==> config.mk <==
export PLATFORM = sky130hd
export DESIGN_NAME = iter_muldiv
export DESIGN_NICKNAME = d
export VERILOG_FILES = /design/src/rtl/muldiv_pkg.sv /design/src/rtl/muldiv_add17.sv /design/src/rtl/muldiv_sign_prep.sv /design/src/rtl/muldiv_step.sv /design/src/rtl/muldiv_sign_fix.sv /design/src/rtl/iter_muldiv.sv
export SDC_FILE = /design/constraint.sdc
export NUM_CORES = 1
export LEC_CHECK = 0
export ABC_AREA = 1
export BUFFER_PORTS_ARGS = -buffer_cell sky130_fd_sc_hd__buf_2
export CAP_MARGIN = 20
export CORE_MARGIN = 1.5
export CORE_UTILIZATION = 40
export DETAILED_ROUTE_END_ITERATION = 8
export GPL_TIMING_DRIVEN = 0
export PLACE_DENSITY = 0.63
export RECOVER_POWER = 25
export SLEW_MARGIN = 20
export SYNTH_ARGS = -nofsm -noshare
export SYNTH_HDL_FRONTEND = slang
export SYNTH_SLANG_ARGS = --single-unit
==> constraint.sdc <==
create_clock -name clk_i -period 4.27 [get_ports clk_i]
set_clock_uncertainty 0.1 [all_clocks]
set_input_delay 0.427 -clock clk_i [delete_from_list [all_inputs] [get_ports clk_i]]
set_output_delay 0.427 -clock clk_i [all_outputs]
set_load 0.1 [all_outputs]
==> src/rtl/muldiv_pkg.sv <==
package muldiv_pkg;

    localparam int WORD_W  = 16;
    localparam int BYTE_W  = 8;
    localparam int DWORD_W = 2 * WORD_W;
    localparam int ADD_W   = WORD_W + 1;
    localparam int CNT_W   = 6;
    localparam int OP_W    = 3;

    // opcode bit positions
    localparam int OPB_SGN  = 0;
    localparam int OPB_BYTE = 1;
    localparam int OPB_DIV  = 2;

    typedef enum logic [1:0] {
        ST_IDLE = 2'd0,
        ST_RUN  = 2'd1,
        ST_FIX  = 2'd2
    } st_e;

    typedef struct packed {
        st_e                st;
        logic [CNT_W-1:0]   cnt;
        logic [OP_W-1:0]    op;
        logic               aneg;
        logic               bneg;
        logic [WORD_W-1:0]  up;
        logic [DWORD_W-1:0] lo;
        logic [WORD_W-1:0]  bv;
        logic [WORD_W-1:0]  rhi;
        logic [WORD_W-1:0]  rlo;
        logic               done;
        logic               err;
    } regs_t;

    function automatic logic [CNT_W-1:0] step_count(input logic [OP_W-1:0] op);
        logic [CNT_W-1:0] n;
        case ({op[OPB_DIV], op[OPB_BYTE]})
            2'b00:   n = CNT_W'(WORD_W);
            2'b01:   n = CNT_W'(BYTE_W);
            2'b10:   n = CNT_W'(DWORD_W);
            default: n = CNT_W'(WORD_W);
        endcase
        return n;
    endfunction

endpackage

==> src/rtl/muldiv_add17.sv <==
module muldiv_add17 #(
    parameter int W = 17
) (
    input  logic [W-1:0] a_i,
    input  logic [W-1:0] b_i,
    input  logic         cin_i,
    output logic [W:0]   sum_o
);
    always_comb begin
        sum_o = {1'b0, a_i} + {1'b0, b_i} + {{W{1'b0}}, cin_i};
    end
endmodule

==> src/rtl/muldiv_sign_prep.sv <==
module muldiv_sign_prep
    import muldiv_pkg::*;
(
    input  logic [OP_W-1:0]    op_i,
    input  logic [DWORD_W-1:0] opa_i,
    input  logic [WORD_W-1:0]  opb_i,
    output logic [DWORD_W-1:0] a_mag_o,
    output logic [WORD_W-1:0]  b_mag_o,
    output logic               a_neg_o,
    output logic               b_neg_o
);
    logic               sgn;
    logic [DWORD_W-1:0] a_s;
    logic [WORD_W-1:0]  b_s;

    always_comb begin
        sgn = op_i[OPB_SGN];
        case ({op_i[OPB_DIV], op_i[OPB_BYTE]})
            2'b00:   a_s = {{(DWORD_W-WORD_W){sgn & opa_i[WORD_W-1]}}, opa_i[WORD_W-1:0]};
            2'b01:   a_s = {{(DWORD_W-BYTE_W){sgn & opa_i[BYTE_W-1]}}, opa_i[BYTE_W-1:0]};
            2'b10:   a_s = opa_i;
            default: a_s = {{(DWORD_W-WORD_W){sgn & opa_i[WORD_W-1]}}, opa_i[WORD_W-1:0]};
        endcase
        if (op_i[OPB_BYTE]) begin
            b_s = {{(WORD_W-BYTE_W){sgn & opb_i[BYTE_W-1]}}, opb_i[BYTE_W-1:0]};
        end else begin
            b_s = opb_i;
        end
        a_neg_o = sgn & a_s[DWORD_W-1];
        b_neg_o = sgn & b_s[WORD_W-1];
        a_mag_o = a_neg_o ? (~a_s + DWORD_W'(1)) : a_s;
        b_mag_o = b_neg_o ? (~b_s + WORD_W'(1)) : b_s;
    end
endmodule

==> src/rtl/muldiv_step.sv <==
module muldiv_step
    import muldiv_pkg::*;
(
    input  logic               is_div_i,
    input  logic [WORD_W-1:0]  up_i,
    input  logic [DWORD_W-1:0] lo_i,
    input  logic [WORD_W-1:0]  bv_i,
    output logic [WORD_W-1:0]  up_o,
    output logic [DWORD_W-1:0] lo_o
);
    logic [ADD_W-1:0] add_a;
    logic [ADD_W-1:0] add_b;
    logic             add_c;
    logic [ADD_W:0]   add_s;
    logic             fits;

    // operand routing: complement the second operand for a trial subtraction
    always_comb begin
        if (is_div_i) begin
            add_a = {up_i, lo_i[DWORD_W-1]};
            add_b = ~{1'b0, bv_i};
            add_c = 1'b1;
        end else begin
            add_a = {1'b0, up_i};
            add_b = lo_i[0] ? {1'b0, bv_i} : '0;
            add_c = 1'b0;
        end
    end

    muldiv_add17 #(.W(ADD_W)) u_add (
        .a_i  (add_a),
        .b_i  (add_b),
        .cin_i(add_c),
        .sum_o(add_s)
    );

    always_comb begin
        fits = add_s[ADD_W];
        if (is_div_i) begin
            up_o = fits ? add_s[WORD_W-1:0] : add_a[WORD_W-1:0];
            lo_o = {lo_i[DWORD_W-2:0], fits};
        end else begin
            up_o = add_s[ADD_W-1:1];
            lo_o = {{(DWORD_W-WORD_W){1'b0}}, add_s[0], lo_i[WORD_W-1:1]};
        end
    end
endmodule

==> src/rtl/muldiv_sign_fix.sv <==
module muldiv_sign_fix
    import muldiv_pkg::*;
(
    input  logic [OP_W-1:0]    op_i,
    input  logic               aneg_i,
    input  logic               bneg_i,
    input  logic [WORD_W-1:0]  up_i,
    input  logic [DWORD_W-1:0] lo_i,
    output logic [WORD_W-1:0]  hi_o,
    output logic [WORD_W-1:0]  lo_o
);
    logic               neg_q;
    logic [DWORD_W-1:0] prod;
    logic [WORD_W-1:0]  p16;
    logic [WORD_W-1:0]  quo;
    logic [WORD_W-1:0]  rem;

    always_comb begin
        neg_q = aneg_i ^ bneg_i;
        prod  = {up_i, lo_i[WORD_W-1:0]};
        p16   = up_i;
        quo   = lo_i[WORD_W-1:0];
        rem   = up_i;
        if (neg_q) begin
            prod = ~prod + DWORD_W'(1);
            p16  = ~p16 + WORD_W'(1);
            quo  = ~quo + WORD_W'(1);
        end
        if (aneg_i) begin
            rem = ~rem + WORD_W'(1);
        end
        case ({op_i[OPB_DIV], op_i[OPB_BYTE]})
            2'b00: begin
                hi_o = prod[DWORD_W-1:WORD_W];
                lo_o = prod[WORD_W-1:0];
            end
            2'b01: begin
                hi_o = '0;
                lo_o = p16;
            end
            2'b10: begin
                hi_o = rem;
                lo_o = quo;
            end
            default: begin
                hi_o = '0;
                lo_o = {rem[BYTE_W-1:0], quo[BYTE_W-1:0]};
            end
        endcase
    end
endmodule

==> src/rtl/iter_muldiv.sv <==
module iter_muldiv
    import muldiv_pkg::*;
(
    input  logic               clk_i,
    input  logic               rst_ni,
    input  logic               start_i,
    input  logic [OP_W-1:0]    op_i,
    input  logic [DWORD_W-1:0] opa_i,
    input  logic [WORD_W-1:0]  opb_i,
    output logic               busy_o,
    output logic               done_o,
    output logic               div_err_o,
    output logic [WORD_W-1:0]  res_hi_o,
    output logic [WORD_W-1:0]  res_lo_o
);
    regs_t r_q, r_d;

    logic [DWORD_W-1:0] a_mag;
    logic [WORD_W-1:0]  b_mag;
    logic               a_neg, b_neg;
    logic [WORD_W-1:0]  step_up;
    logic [DWORD_W-1:0] step_lo;
    logic [WORD_W-1:0]  fix_hi, fix_lo;

    muldiv_sign_prep u_prep (
        .op_i   (op_i),
        .opa_i  (opa_i),
        .opb_i  (opb_i),
        .a_mag_o(a_mag),
        .b_mag_o(b_mag),
        .a_neg_o(a_neg),
        .b_neg_o(b_neg)
    );

    muldiv_step u_step (
        .is_div_i(r_q.op[OPB_DIV]),
        .up_i    (r_q.up),
        .lo_i    (r_q.lo),
        .bv_i    (r_q.bv),
        .up_o    (step_up),
        .lo_o    (step_lo)
    );

    muldiv_sign_fix u_fix (
        .op_i  (r_q.op),
        .aneg_i(r_q.aneg),
        .bneg_i(r_q.bneg),
        .up_i  (r_q.up),
        .lo_i  (r_q.lo),
        .hi_o  (fix_hi),
        .lo_o  (fix_lo)
    );

    always_comb begin
        r_d      = r_q;
        r_d.done = 1'b0;
        r_d.err  = 1'b0;
        case (r_q.st)
            ST_IDLE: begin
                if (start_i) begin
                    if (op_i[OPB_DIV] && (b_mag == '0)) begin
                        r_d.done = 1'b1;
                        r_d.err  = 1'b1;
                    end else begin
                        r_d.st   = ST_RUN;
                        r_d.op   = op_i;
                        r_d.aneg = a_neg;
                        r_d.bneg = b_neg;
                        r_d.cnt  = step_count(op_i);
                        r_d.up   = '0;
                        r_d.bv   = b_mag;
                        case ({op_i[OPB_DIV], op_i[OPB_BYTE]})
                            2'b00: r_d.lo = {{(DWORD_W-WORD_W){1'b0}}, a_mag[WORD_W-1:0]};
                            2'b01: begin
                                r_d.lo = {{(DWORD_W-BYTE_W){1'b0}}, a_mag[BYTE_W-1:0]};
                                r_d.bv = {b_mag[BYTE_W-1:0], {(WORD_W-BYTE_W){1'b0}}};
                            end
                            2'b10: r_d.lo = a_mag;
                            default: r_d.lo = {a_mag[WORD_W-1:0], {(DWORD_W-WORD_W){1'b0}}};
                        endcase
                    end
                end
            end
            ST_RUN: begin
                r_d.up  = step_up;
                r_d.lo  = step_lo;
                r_d.cnt = r_q.cnt - CNT_W'(1);
                if (r_q.cnt == CNT_W'(1)) begin
                    r_d.st = ST_FIX;
                end
            end
            ST_FIX: begin
                r_d.rhi  = fix_hi;
                r_d.rlo  = fix_lo;
                r_d.done = 1'b1;
                r_d.st   = ST_IDLE;
            end
            default: r_d.st = ST_IDLE;
        endcase
    end

    always_ff @(posedge clk_i) begin
        if (!rst_ni) begin
            r_q <= '{st: ST_IDLE, default: '0};
        end else begin
            r_q <= r_d;
        end
    end

    assign busy_o    = (r_q.st != ST_IDLE);
    assign done_o    = r_q.done;
    assign div_err_o = r_q.err;
    assign res_hi_o  = r_q.rhi;
    assign res_lo_o  = r_q.rlo;

    assert_done_single_R6: assert property (@(posedge clk_i) disable iff (!rst_ni)
        done_o |=> !done_o);

    assert_done_follows_busy_R6: assert property (@(posedge clk_i) disable iff (!rst_ni)
        (done_o && !div_err_o) |-> $past(busy_o));

    assert_run_count_live_R6: assert property (@(posedge clk_i) disable iff (!rst_ni)
        (r_q.st == ST_RUN) |-> (r_q.cnt != '0));

    assert_zero_div_no_busy_R7: assert property (@(posedge clk_i) disable iff (!rst_ni)
        div_err_o |-> !busy_o);

    assert_busy_start_ignored_R8: assert property (@(posedge clk_i) disable iff (!rst_ni)
        (busy_o && start_i) |=> $stable(r_q.op));

    assert_result_hold_R10: assert property (@(posedge clk_i) disable iff (!rst_ni)
        !done_o |-> $stable({res_hi_o, res_lo_o}));

    assert_err_with_done_R11: assert property (@(posedge clk_i) disable iff (!rst_ni)
        div_err_o |-> done_o);

endmodule

* Yosys cells after proc, flatten, opt, wreduce, memory -nomap -nowiden
Cells that the tools add are included.
** Cells by class
- Add/subtract/negate cells :: 8
- Equality and inequality tests :: 10
- Mux-type cells :: 29
- Bitwise gates (word level) :: 13
- Reductions and logical operators :: 11
** Operators with widths (number)
- $mux 77 :: 2
- $mux 16 :: 9
- $mux 32 :: 3
- $pmux 32 s3 :: 1
- $pmux 48 s2 :: 1
- $add 32x1->32 const B :: 2
- $not 32->32 :: 2
- $pmux 32 s2 :: 1
- $add 16x1->16 const B :: 3
- $not 16->16 :: 3
- $pmux 16 s3 :: 1
- $mux 17 :: 2
- $pmux 16 s2 :: 1
- $pmux 6 s2 :: 2
- $add 17x17->18 :: 1
- $add 18x1->18 :: 1
- $not 16->17 :: 1
- $logic_not 16->1 :: 1
- $reduce_and 3->1 :: 4
- $eq 2x1->1 const B :: 3
- $eq 2x2->1 const B :: 3
- $eq 6x1->1 const B :: 1
- $logic_not 2->1 :: 3
- $mux 2 :: 3
- other kinds (10) :: 17
** Storage, ports and cells
- Register bits after elaboration :: 111
- Input port bits :: 54
- Output and inout bits :: 35
- Logic and storage cells :: 83

* Longest topological paths before layout
Gate-level depths: netlist of the first run.
- Depth after elaboration :: 10
- Mapped depth :: 22
- Mapped depth without buffers :: 20

* Modules after synthesis
Synthesis of the first run repeated with hierarchy kept, for this count alone.
** Second synthesis, totals
- Cells, all modules :: 2154
- Area total of the unflattened synthesis :: 11880.1 µm²
** By module, submodules not included
- iter_muldiv :: times used 1, cells an instance 869, area each 5679.2 µm², sequential area each 2222.1 µm²
- muldiv_sign_fix :: times used 1, cells an instance 426, area each 1995.7 µm², sequential area each 0.0 µm²
- muldiv_sign_prep :: times used 1, cells an instance 374, area each 1935.6 µm², sequential area each 0.0 µm²
- muldiv_step :: times used 1, cells an instance 268, area each 1177.4 µm², sequential area each 0.0 µm²
- muldiv_add17 :: times used 1, cells an instance 217, area each 1092.3 µm², sequential area each 0.0 µm²

* Worst setup path before layout of the first run
No wires, ideal clock.
- Path kind :: reg2reg
- From :: register r_q[102] (netlist bit)
- To :: register r_q[92] (netlist bit)
- Setup time :: 0.132 ns
- Data arrival time :: 3.372 ns
- Required time :: 4.038 ns
- Path slack :: 0.666 ns
- Cell stages (with the launch flop) :: 22
- Path through :: dfxtp_1 > clkbuf_1 > clkinv_1 > clkbuf_1 > clkbuf_1 > o21ai_0 > fa_1 > inv_1 > fa_1 > inv_1 > nand3_1 > nand2_1 > a21oi_1 > o21ai_0 > nand2_1 > nand2_1 > xnor2_1 > nand2_1 > nand2_1 > nand2_1 > nand2_1 > a21oi_1
** On the way
- Word-level cells in the longest chain between the ends :: 6
** Ends and longest elaborated chain
- start: declaration :: line iter_muldiv.sv:16 : regs_t r_q, r_d;
- start signal: assignment :: line iter_muldiv.sv:106 : r_q <= r_d;
- $mux 17 :: line muldiv_step.sv:19 : if (is_div_i) begin
- $add 17x17->18 :: line muldiv_add17.sv:10 : sum_o = {1'b0, a_i} + {1'b0, b_i} + {{W{1'b0}}, cin_i};
- $add 18x1->18 :: line muldiv_add17.sv:10
- $mux 16 :: line muldiv_step.sv:40 : up_o = fits ? add_s[WORD_W-1:0] : add_a[WORD_W-1:0];
- $mux 16 * :: line muldiv_step.sv:39 : if (is_div_i) begin
- $pmux 48 s2 * :: line iter_muldiv.sv:58 : case (r_q.st)
Mark *: on every way between the ends. The rest lies on a longest branch, timed or not.
A chain may end at the register's enable or synchronous reset.

* Worst setup path in the final report of the first run
Ends and elaborated chain as after synthesis.

==> results of run 1 <==
[final cells by class]
cell class | instances | area (um2)
Tap cell | 335 | 419.2
Clock buffer | 9 | 225.2
Multi-Input combinational cell | 1437 | 6968
Sequential cell | 110 | 2202
Timing Repair Buffer | 86 | 387.9
Inverter | 188 | 706.9
Fill cell | 2922 | 14300
Clock inverter | 7 | 97.59
Buffer | 128 | 680.7
[flip-flops by register name (all words and copies together), names as in the netlist]
signal / count
r_q: 76
res_hi_o: 16
res_lo_o: 16
div_err_o: 1
done_o: 1
[what timing repair did]
action | CTS | global route
gates resized for setup | 2 | 12
endpoints found under the setup margin | 16 | 17
pin swaps | 0 | 0
[Yosys cell counts, types with 3 or more instances]
library cell / number
nand2_1: 528
nor2_1: 216
inv_1: 180
o21ai_0: 173
nand3_1: 163
a21oi_1: 133
dfxtp_1: 110
clkbuf_1: 58
nand4_1: 38
buf_4: 37
ha_1: 28
xor2_1: 28
nor3_1: 20
o211ai_1: 20
a31oi_1: 15
buf_2: 14
nand3b_1: 14
buf_1: 13
xnor2_1: 11
buf_6: 5
nor4_1: 5
or2_2: 5
a21boi_0: 4
clkinv_1: 4
inv_2: 4
nand2_2: 4
nand3_2: 4
a21o_1: 3
nand2_4: 3
nor2_2: 3
[cell families (layout without fill, tap and decap cells)]
family          after synthesis  after routing  synth area share
compound gates              357            357            0.1802
xor+xnor                     39             39           0.03241
fa+ha+maj                    30             30           0.03704
buf+inv                     316            418            0.1311
flops                       110            110            0.2089
mux                           2              2          0.001899
simple gates               1009           1009            0.4085
[stage by stage]
step / power (mW) / util
2_1_floorplan: 2.113 / -
3_3_place_gp: 2.483 / 0.4383
3_5_place_dp: 2.492 / 0.4383
4_1_cts: 3.418 / 0.4508
5_1_grt: 3.651 / 0.4498
6_report: 3.446 / 0.4498
[power by group]
| part | internal, mW | total, mW | switching, mW |
|---|---|---|---|
| clock | 0.477 | 0.945 | 0.468 |
| sequential | 1.09 | 1.14 | 0.0536 |
| combinational | 0.407 | 1.36 | 0.952 |
| total | 1.97 | 3.45 | 1.47 |
[path summary, 6_finish.rpt]
kind,endpoint,slack [ps],cells past startpoint
hold / removal,r_q[34],240,3
setup reg to reg,r_q[92],330,21
hold reg to reg,r_q[43],380,2
setup / recovery,r_q[92],330,21
[worst min-delay path: stages]
cell and delay [ps]:
buf_2 110, nand3_1 80, a21oi_1 60
[metal layers]
metal	share of wire	vias up	global-route usage
met1	0.46	5513	0.3787
met4	0.029	0	0.1031
li1	-	6228	-
met3	0.051	61	0.02498
met5	0	-	0
met2	0.46	413	0.4779
==> impl_metrics.py, run 1 <==
metrics = {
    "critical_path": {
        "crit_fanout": 10,
        "start_kind": "register",
        "crit_arrival_ps": 4080,
        "end_kind": "register",
        "cpMostUsedCell": "nand2_1",
        "startpoint": "r_q[102]",
        "critical_path_class": "reg -> reg",
        "timing.rr.start": "r_q[102]",
        "cp.buffers_inverters": 6,
        "cp.required_ps": 4410,
        "crit_chain": "clkbuf_2, clkinv_2, clkbuf_2, clkbuf_1, o21ai_2, fa_1, inv_1, fa_1, inv_1, nand3_1, nand2_1, a21oi_2, o21ai_1, nand2_1, nand2_1, xnor2_1, nand2_1, nand2_1, nand2_1, nand2_1, a21oi_1",
        "cpPeakStageDelay_ps": 400,
        "cp_slowest_cell": "fa_1",
        "cp_top_family": "buffers and inverters",
    },
    "drt": {
        "routedWlPerCell_um": 16.61,
        "drt_pass1_iterations": 6,
        "vias": 12215,
        "vias_per_cell": 5.311,
        "ant_nets": 0,
        "route.detailed.drc": 0,
        "drt_iter0_markers": 1030,
        "wl_um": 38200,
    },
    "placed_design": {
        "gp_congestion": 1.002,
        "postPlaceCellArea_um2": 11390,
        "dp.cells": 2284,
        "dpl.hpwl_um": 30490,
        "place_ws_ps": -395.3,
        "io_buffers": 86,
    },
    "clock_tree": {
        "cts-root-buf": "clkbuf_16",
        "cts_sinks": 110,
        "htree_levels": 3,
        "cts_tree": "built",
        "max-clock-path-buffers": 2,
        "path_clk_slew_ps": 90,
        "cts_hold_buffers": 0,
        "cts_made_buffers": 9,
        "postCtsSetupRepairBufs": 0,
        "clkLatencyLatePin_ps": 370,
    },
    "synthesis": {
        "synth_nets": 1947,
        "seq_area_frac_synth": 0.2089,
        "synth_warnings": 0,
        "synth_ff_type": "dfxtp_1",
        "synthArstFlopShare": 0,
        "synth_top_area_frac": 0.2089,
        "synth_area_leaders": "dfxtp_1 21%, nand2_1 19%, o21ai_0 8.2%",
        "synth.avg_cell_area_um2": 5.658,
        "synth_top_cell_by_area": "dfxtp_1",
        "synth_cell_types": 44,
        "synth_area_um2": 10540,
        "ys_seq_elements": 110,
        "syn_inst": 1863,
        "synth_edf_count": 0,
    },
    "timing": {
        "fin_crit_sh": 0.9225,
        "worst_pin_slew_ps": 1195,
        "timing.hold.ws_ps": 242.7,
        "slew_headroom": 0.2065,
        "min_period_ps": 3939,
        "setup_viol": 0,
        "finalWorstSetupSlack_ps": 330.8,
        "max_freq_mhz": 253.9,
        "rsz0062_at_grt": "false",
        "slew_viol_final": 0,
        "hold_viol": 0,
        "tns_ps": 0,
    },
    "cells_and_area": {
        "syn_to_final_growth_pct": 10.89,
        "design_area_um2": 11690,
        "final_cell_mix": "528 x nand2_1, 216 x nor2_1, 180 x inv_1",
        "final_cell_count_no_fill": 2300,
        "finalNetCount": 2044,
        "antenna_cells": 0,
        "drive_gt1_frac": 0.08244,
        "final_common_cell": "nand2_1",
    },
    "power": {
        "ir_drop_uv": 208.3,
        "power_leakage_nw": 5.555,
        "power_density_nw_per_um2": 294.9,
    },
    "flow_run": {
        "cap_violations": 0,
    },
    "floorplanning": {
        "die_height_um": 165.3,
        "core_area_um2": 25980,
        "dieArea_um2": 27330,
        "pin_count": 89,
        "start_util": 0.4056,
        "row_count": 59,
        "fp.dieW_um": 165.3,
    },
    "min_path": {
        "min-delay-start": "opb_i[0]",
        "hp-class": "in -> reg",
    },
    "global_route": {
        "grt_pass1_wl_um": 60260,
        "track_usage": 0.2844,
        "grt_pass1_vias": 10976,
        "grt_max_degree": 22,
        "gr-total-overflow": 0,
        "grt_antenna_before_repair": 0,
    },
    "status": {
        "status": "completed",
    },
}
(Power assumes the default switching activity.)
==> run 2: changes to the inputs <==
- CORE_UTILIZATION: 40 -> 35
- PLACE_DENSITY: 0.63 -> 0.57
==> run 2 against run 1 <==
Against the previous run:
- wire length rose by 3.1%
- worst setup slack improved by 98 ps
- critical endpoint unchanged
- total power fell by 3.2%
- critical path depth fell by 6
- sequential power barely moved
==> impl_metrics.py, run 2 (synthesis results as in run 1) <==
metrics = {
    "status": {
        "status": "completed",
    },
    "cells_and_area": {
        "final_cell_mix": "528 x nand2_1, 217 x nor2_1, 180 x inv_1",
        "syn_to_final_growth_pct": 10.89,
        "antenna_cells": 0,
        "final_common_cell": "nand2_1",
        "top_register": "r_q",
        "drive_gt1_frac": 0.07841,
        "final_util": 0.3943,
        "largest_register_ffs": 76,
        "finalNetCount": 2043,
    },
    "drt": {
        "ant_nets": 0,
        "drt_iter0_markers": 988,
        "routedWlPerCell_um": 16.73,
        "route.detailed.drc": 0,
        "drt_pass1_iterations": 5,
        "vias_per_cell": 5.157,
        "wl_um": 39380,
        "vias": 12139,
    },
    "timing": {
        "timing.hold.ws_ps": 279.8,
        "slew_viol_final": 0,
        "worst_pin_slew_ps": 1193,
        "hold_viol": 0,
        "rsz0062_at_grt": "false",
        "slew_headroom": 0.2079,
        "fin_crit_sh": 0.8996,
        "max_freq_mhz": 260.3,
        "tns_ps": 0,
        "setup_viol": 0,
        "min_period_ps": 3841,
    },
    "clock_tree": {
        "max-clock-path-buffers": 2,
        "cts_tree": "built",
        "cts_sinks": 110,
        "htree_levels": 3,
        "clkLatencyLatePin_ps": 370,
        "postCtsSetupRepairBufs": 0,
        "cts_made_buffers": 9,
        "path_clk_slew_ps": 80,
        "cts-root-buf": "clkbuf_16",
    },
    "power": {
        "p_int_mw": 1.909,
        "p_switching_mw": 1.425,
        "comb_power_share": 0.407,
        "p_seq_frac": 0.342,
        "power_leakage_nw": 5.513,
        "power_density_nw_per_um2": 285.3,
        "pwr-share-clk": 0.250,
        "switching_share": 0.4274,
        "ir_drop_uv": 200.5,
    },
    "critical_path": {
        "r2r_slack_ps": 430,
        "critical_path.reg2reg.endpoint": "r_q[92]",
        "end_kind": "register",
        "crit_arrival_ps": 3980,
        "start_kind": "register",
        "critical_path_class": "reg -> reg",
        "crit_fanout": 19,
        "cp.required_ps": 4410,
        "reg2reg_depth": 15,
        "timing.rr.start": "r_q[102]",
    },
    "global_route": {
        "track_usage": 0.2548,
        "grt_pass1_wl_um": 61870,
        "grt_antenna_before_repair": 0,
        "grt_pass1_vias": 11192,
        "gr-total-overflow": 0,
        "grt_max_degree": 20,
    },
    "min_path": {
        "hp-class": "in -> reg",
        "whs_endpoint": "r_q[34]",
        "worstHoldPathCells": 3,
        "min-delay-start": "opb_i[0]",
    },
    "placed_design": {
        "gp_congestion": 0.9723,
        "io_buffers": 86,
        "dpl.hpwl_um": 31780,
    },
    "floorplanning": {
        "row_count": 63,
        "core_area_um2": 29640,
        "start_util": 0.3556,
        "pin_count": 89,
        "dieArea_um2": 31160,
        "die_height_um": 176.5,
        "fp.dieW_um": 176.5,
    },
    "flow_run": {
        "cap_violations": 0,
    },
}
-- run 2: changes by cell type in the layout (fill, tap and decap cells not counted), moves of 2 or more --
cell / change
a21oi_1: +2
clkbuf_1: +3
a21oi_2: -2
clkbuf_2: -2
o21ai_0: +2
inv_8: -3
clkinvlp_4: +3
-- run 2: how the worst max path moves through the flow --
| stage | from | end | slack (ps) | cells past startpoint |
|---|---|---|---|---|
| 2_1_floorplan | r_q[102] | r_q[92] | 670 | 21 |
| 3_3_place_gp | r_q[102] | r_q[92] | -420 | 21 |
| 3_5_place_dp | r_q[102] | r_q[92] | -510 | 21 |
| 4_1_cts | r_q[102] | r_q[92] | 240 | 21 |
| 5_1_grt | r_q[102] | r_q[92] | 5 | 20 |
| 6_report | r_q[102] | r_q[92] | 430 | 15 |
-- run 2: area by class of cell --
type,instances,area (um2)
Clock buffer,12,246.5
Inverter,188,708.2
Fill cell,3420,17950
Tap cell,390,488.0
Sequential cell,110,2202
Clock inverter,4,31.28
Buffer,127,674.4
Timing Repair Buffer,86,387.9
Multi-Input combinational cell,1437,6949
-- run 2: metrics by stage --
| stage | worst slack [ps] | instance area (um2) | instances | power [mW] |
|---|---|---|---|---|
| after floorplan | 666.1 | 10540 | 1863 | 2.113 |
| after global placement | -416.6 | 11460 | 2339 | 2.499 |
| after detailed placement | -511.2 | 11460 | 2339 | 2.503 |
| after CTS | 237.7 | 11740 | 2354 | 3.325 |
| after global routing | 4.617 | 11690 | 2354 | 3.552 |
| final | 428.7 | 11690 | 2354 | 3.335 |
-- run 2: metal layers --
metal,track usage,wire [um]
met4,0.08686,1106
met2,0.4266,17960
met1,0.3380,18350
met5,0,0
met3,0.02907,1957
-- run 2: power groups by stage --
stage	logic (mW)	registers, mW	clock network [mW]
3_5_place_dp	1.34	1.17	0
4_1_cts	1.34	1.14	0.841
5_1_grt	1.52	1.15	0.883
6_report	1.36	1.14	0.835
2_1_floorplan	0.966	1.15	0
3_3_place_gp	1.34	1.16	0
-- run 2: what timing repair did --
action	in CTS	in global routing
endpoints found under the setup margin	17	4
cloned	0	0
hold buffers	0	0
resized for setup	3	3
-- run 2: critical path: stages, from the launching register on --
cell and delay, ps:
dfxtp_1 360, clkbuf_2 300, inv_4 170, clkbuf_1 220
o21ai_0 470, ha_1 380, a21oi_1 290, o21ai_0 170
a21oi_1 220, nand3_1 140, clkbuf_1 270, or2_2 350
nand2_1 70, nand2_1 50, nand2_1 80, a21oi_1 60
==> run 3: changes to the inputs <==
- ABC_AREA: 1 -> not set
- PLACE_DENSITY: 0.57 -> 0.58
==> run 3 against run 2 <==
Against the previous run:
- global-route usage is 3.7 points lower
- sequential power hardly changed
- die area decreased by 9.2%
- clock power grew 9.1%
- final cell count shrank 26%
- count of clock-buffer cells in the layout shrank 2
- combinational power decreased by 29%
- sequential cell count stayed put
- sequential share of layout area grew 1.7 points
- register-to-register slack lost 140 ps
- synthesized cell count is 30% lower
- core utilization up 0.54 points
- largest cell class unchanged
==> impl_metrics.py, run 3 <==
metrics = {
    "status": {
        "status": "completed",
    },
    "critical_path": {
        "reg2reg_depth": 14,
        "cp.required_ps": 4390,
        "crit_fanout": 10,
        "critical_path_class": "reg -> reg",
        "start_kind": "register",
        "critical_path.reg2reg.endpoint": "r_q[92]",
        "end_kind": "register",
        "r2r_slack_ps": 290,
        "crit_arrival_ps": 4100,
        "timing.rr.start": "r_q[102]",
    },
    "power": {
        "power_density_nw_per_um2": 280.0,
        "power_leakage_nw": 4.057,
        "p_total_mw": 3.008,
        "ir_drop_uv": 205.6,
    },
    "cells_and_area": {
        "drive_gt1_frac": 0.1129,
        "design_area_um2": 10740,
        "fill_cells": 2840,
        "final_common_cell": "a21oi_1",
        "finalNetCount": 1481,
        "largest_register_ffs": 76,
        "final_util": 0.3997,
        "final_cell_count_no_fill": 1741,
        "antenna_cells": 0,
        "syn_to_final_growth_pct": 12.40,
        "top_register": "r_q",
        "final_cell_mix": "123 x a21oi_1, 121 x nor2_1, 114 x nand2_1",
    },
    "drt": {
        "drt_pass1_iterations": 5,
        "vias_per_cell": 5.680,
        "ant_nets": 0,
        "wl_um": 31120,
        "vias": 9889,
        "routedWlPerCell_um": 17.87,
        "route.detailed.drc": 0,
        "drt_iter0_markers": 855,
    },
    "placed_design": {
        "gp_congestion": 0.8986,
        "dp.cells": 1729,
        "io_buffers": 88,
        "dpl.hpwl_um": 24580,
        "postPlaceCellArea_um2": 10430,
    },
    "clock_tree": {
        "cts_hold_buffers": 0,
        "postCtsSetupRepairBufs": 0,
        "max-clock-path-buffers": 2,
        "cts-root-buf": "clkbuf_16",
        "cts_made_buffers": 9,
        "cts_tree": "built",
        "clkLatencyLatePin_ps": 370,
        "htree_levels": 3,
        "cts_sinks": 110,
        "path_clk_slew_ps": 70,
    },
    "floorplanning": {
        "pin_count": 89,
        "core_area_um2": 26880,
        "die_height_um": 168.3,
        "start_util": 0.3556,
        "row_count": 60,
        "dieArea_um2": 28310,
        "fp.dieW_um": 168.3,
    },
    "global_route": {
        "grt_pass1_vias": 9139,
        "gr-total-overflow": 0,
        "track_usage": 0.2181,
        "grt_pass1_wl_um": 49670,
        "grt_max_degree": 20,
        "grt_antenna_before_repair": 0,
    },
    "synthesis": {
        "synth.avg_cell_area_um2": 7.352,
        "synth_top_area_frac": 0.2304,
        "synthArstFlopShare": 0,
        "synth_cell_types": 81,
        "yosys-top-cells-count": "123 x a21oi_1, 121 x nor2_1, 115 x nand2_1",
        "syn_inst": 1300,
        "synth_ff_type": "dfxtp_1",
        "synth_nets": 1384,
        "synth_top_cell_by_area": "dfxtp_1",
        "seq_area_frac_synth": 0.2304,
        "synth_area_um2": 9558,
        "synth_edf_count": 0,
        "synth_warnings": 0,
        "synth_area_leaders": "dfxtp_1 23%, a21oi_1 6.4%, xnor2_1 5.5%",
        "synth.most_common_cell": "a21oi_1",
        "ys_seq_elements": 110,
    },
    "timing": {
        "slew_viol_final": 0,
        "slew_headroom": 0.2201,
        "timing.hold.ws_ps": 272.2,
        "setup_viol": 0,
        "max_freq_mhz": 251.2,
        "fin_crit_sh": 0.9322,
        "min_period_ps": 3981,
        "worst_pin_slew_ps": 1175,
        "hold_viol": 0,
    },
    "min_path": {
        "whs_endpoint": "div_err_o",
        "worstHoldPathCells": 3,
        "hp-class": "in -> reg",
        "min-delay-start": "start_i",
    },
    "flow_run": {
        "cap_violations": 0,
    },
}
run 3: cell count changes after synthesis, sizes merged, moves of 19 or more:
cell,delta
a22oi,+30
clkbuf,+23
inv,-149
mux2i,+36
nand2,-420
nand3,-126
nand4,-33
nor2,-100
o21ai,-92
o31ai,+49
or3,+19
xnor2,+49
run 3: repair_timing:
action / in CTS / in global routing
setup endpoints to repair: 17 / 16
pin swaps: 0 / 1
resized for setup: 13 / 12
run 3: worst max-delay path: stages (launching register included):
cell,delay (ps)
dfxtp_1,420
clkbuf_4,260
clkbuf_2,250
clkbuf_4,270
mux2_2,360
ha_1,400
nand3_1,90
nor2_1,260
nor4_4,100
nor3_1,380
o311ai_2,150
buf_4,210
nand2_2,220
mux2i_1,210
o221ai_1,150
run 3: cells by family (layout without fill, tap and decap cells):
kind of cell,Yosys count,after routing,synth area share
compound gates,433,433,0.2952
simple gates,411,411,0.2057
buf+inv,168,268,0.08142
flops,110,110,0.2304
xor+xnor,92,92,0.08430
mux,56,56,0.06218
fa+ha+maj,30,30,0.04084
run 3: worst max path at each step:
stage                        start  endpoint  slack (ps)  cells past startpoint
after floorplan           r_q[102]   r_q[84]         120                     14
after global placement    r_q[102]   r_q[84]       -1400                     14
after detailed placement  r_q[102]   r_q[84]       -1430                     14
after CTS                 r_q[102]   r_q[84]          40                     14
after global routing      r_q[102]   r_q[84]         -40                     14
final                     r_q[102]   r_q[92]         290                     14
run 3: layout make-up:
class,instances,area (um2),share of cell area
multi-input combinational,1022,6609,0.6152
sequential,110,2202,0.2050
buffer,131,664.4,0.06184
tap,341,426.7,0.03972
timing repair buffer,88,397.9,0.03704
clock buffer,10,239.0,0.02225
inverter,35,131.4,0.01223
clock inverter,4,72.57,0.006755
run 3: where the power goes:
group	internal [mW]	switching (mW)	total [mW]
combinational	0.337	0.629	0.966
clock	0.523	0.388	0.911
sequential	1.08	0.0505	1.13
run 3: per-stage QoR:
step,TNS [ps],worst slack [ps]
global route,-48.52,-40.02
finish,0,289.3
CTS,0,40.11
global placement,-19030,-1397
detailed placement,-19720,-1429
floorplan,0,120.5
run 3: routing by layer:
| metal | share of wire | track usage |
|---|---|---|
| met3 | 0.057 | 0.03220 |
| met4 | 0.018 | 0.05745 |
| met1 | 0.47 | 0.2984 |
| met2 | 0.46 | 0.3574 |
| met5 | 0 | 0 |
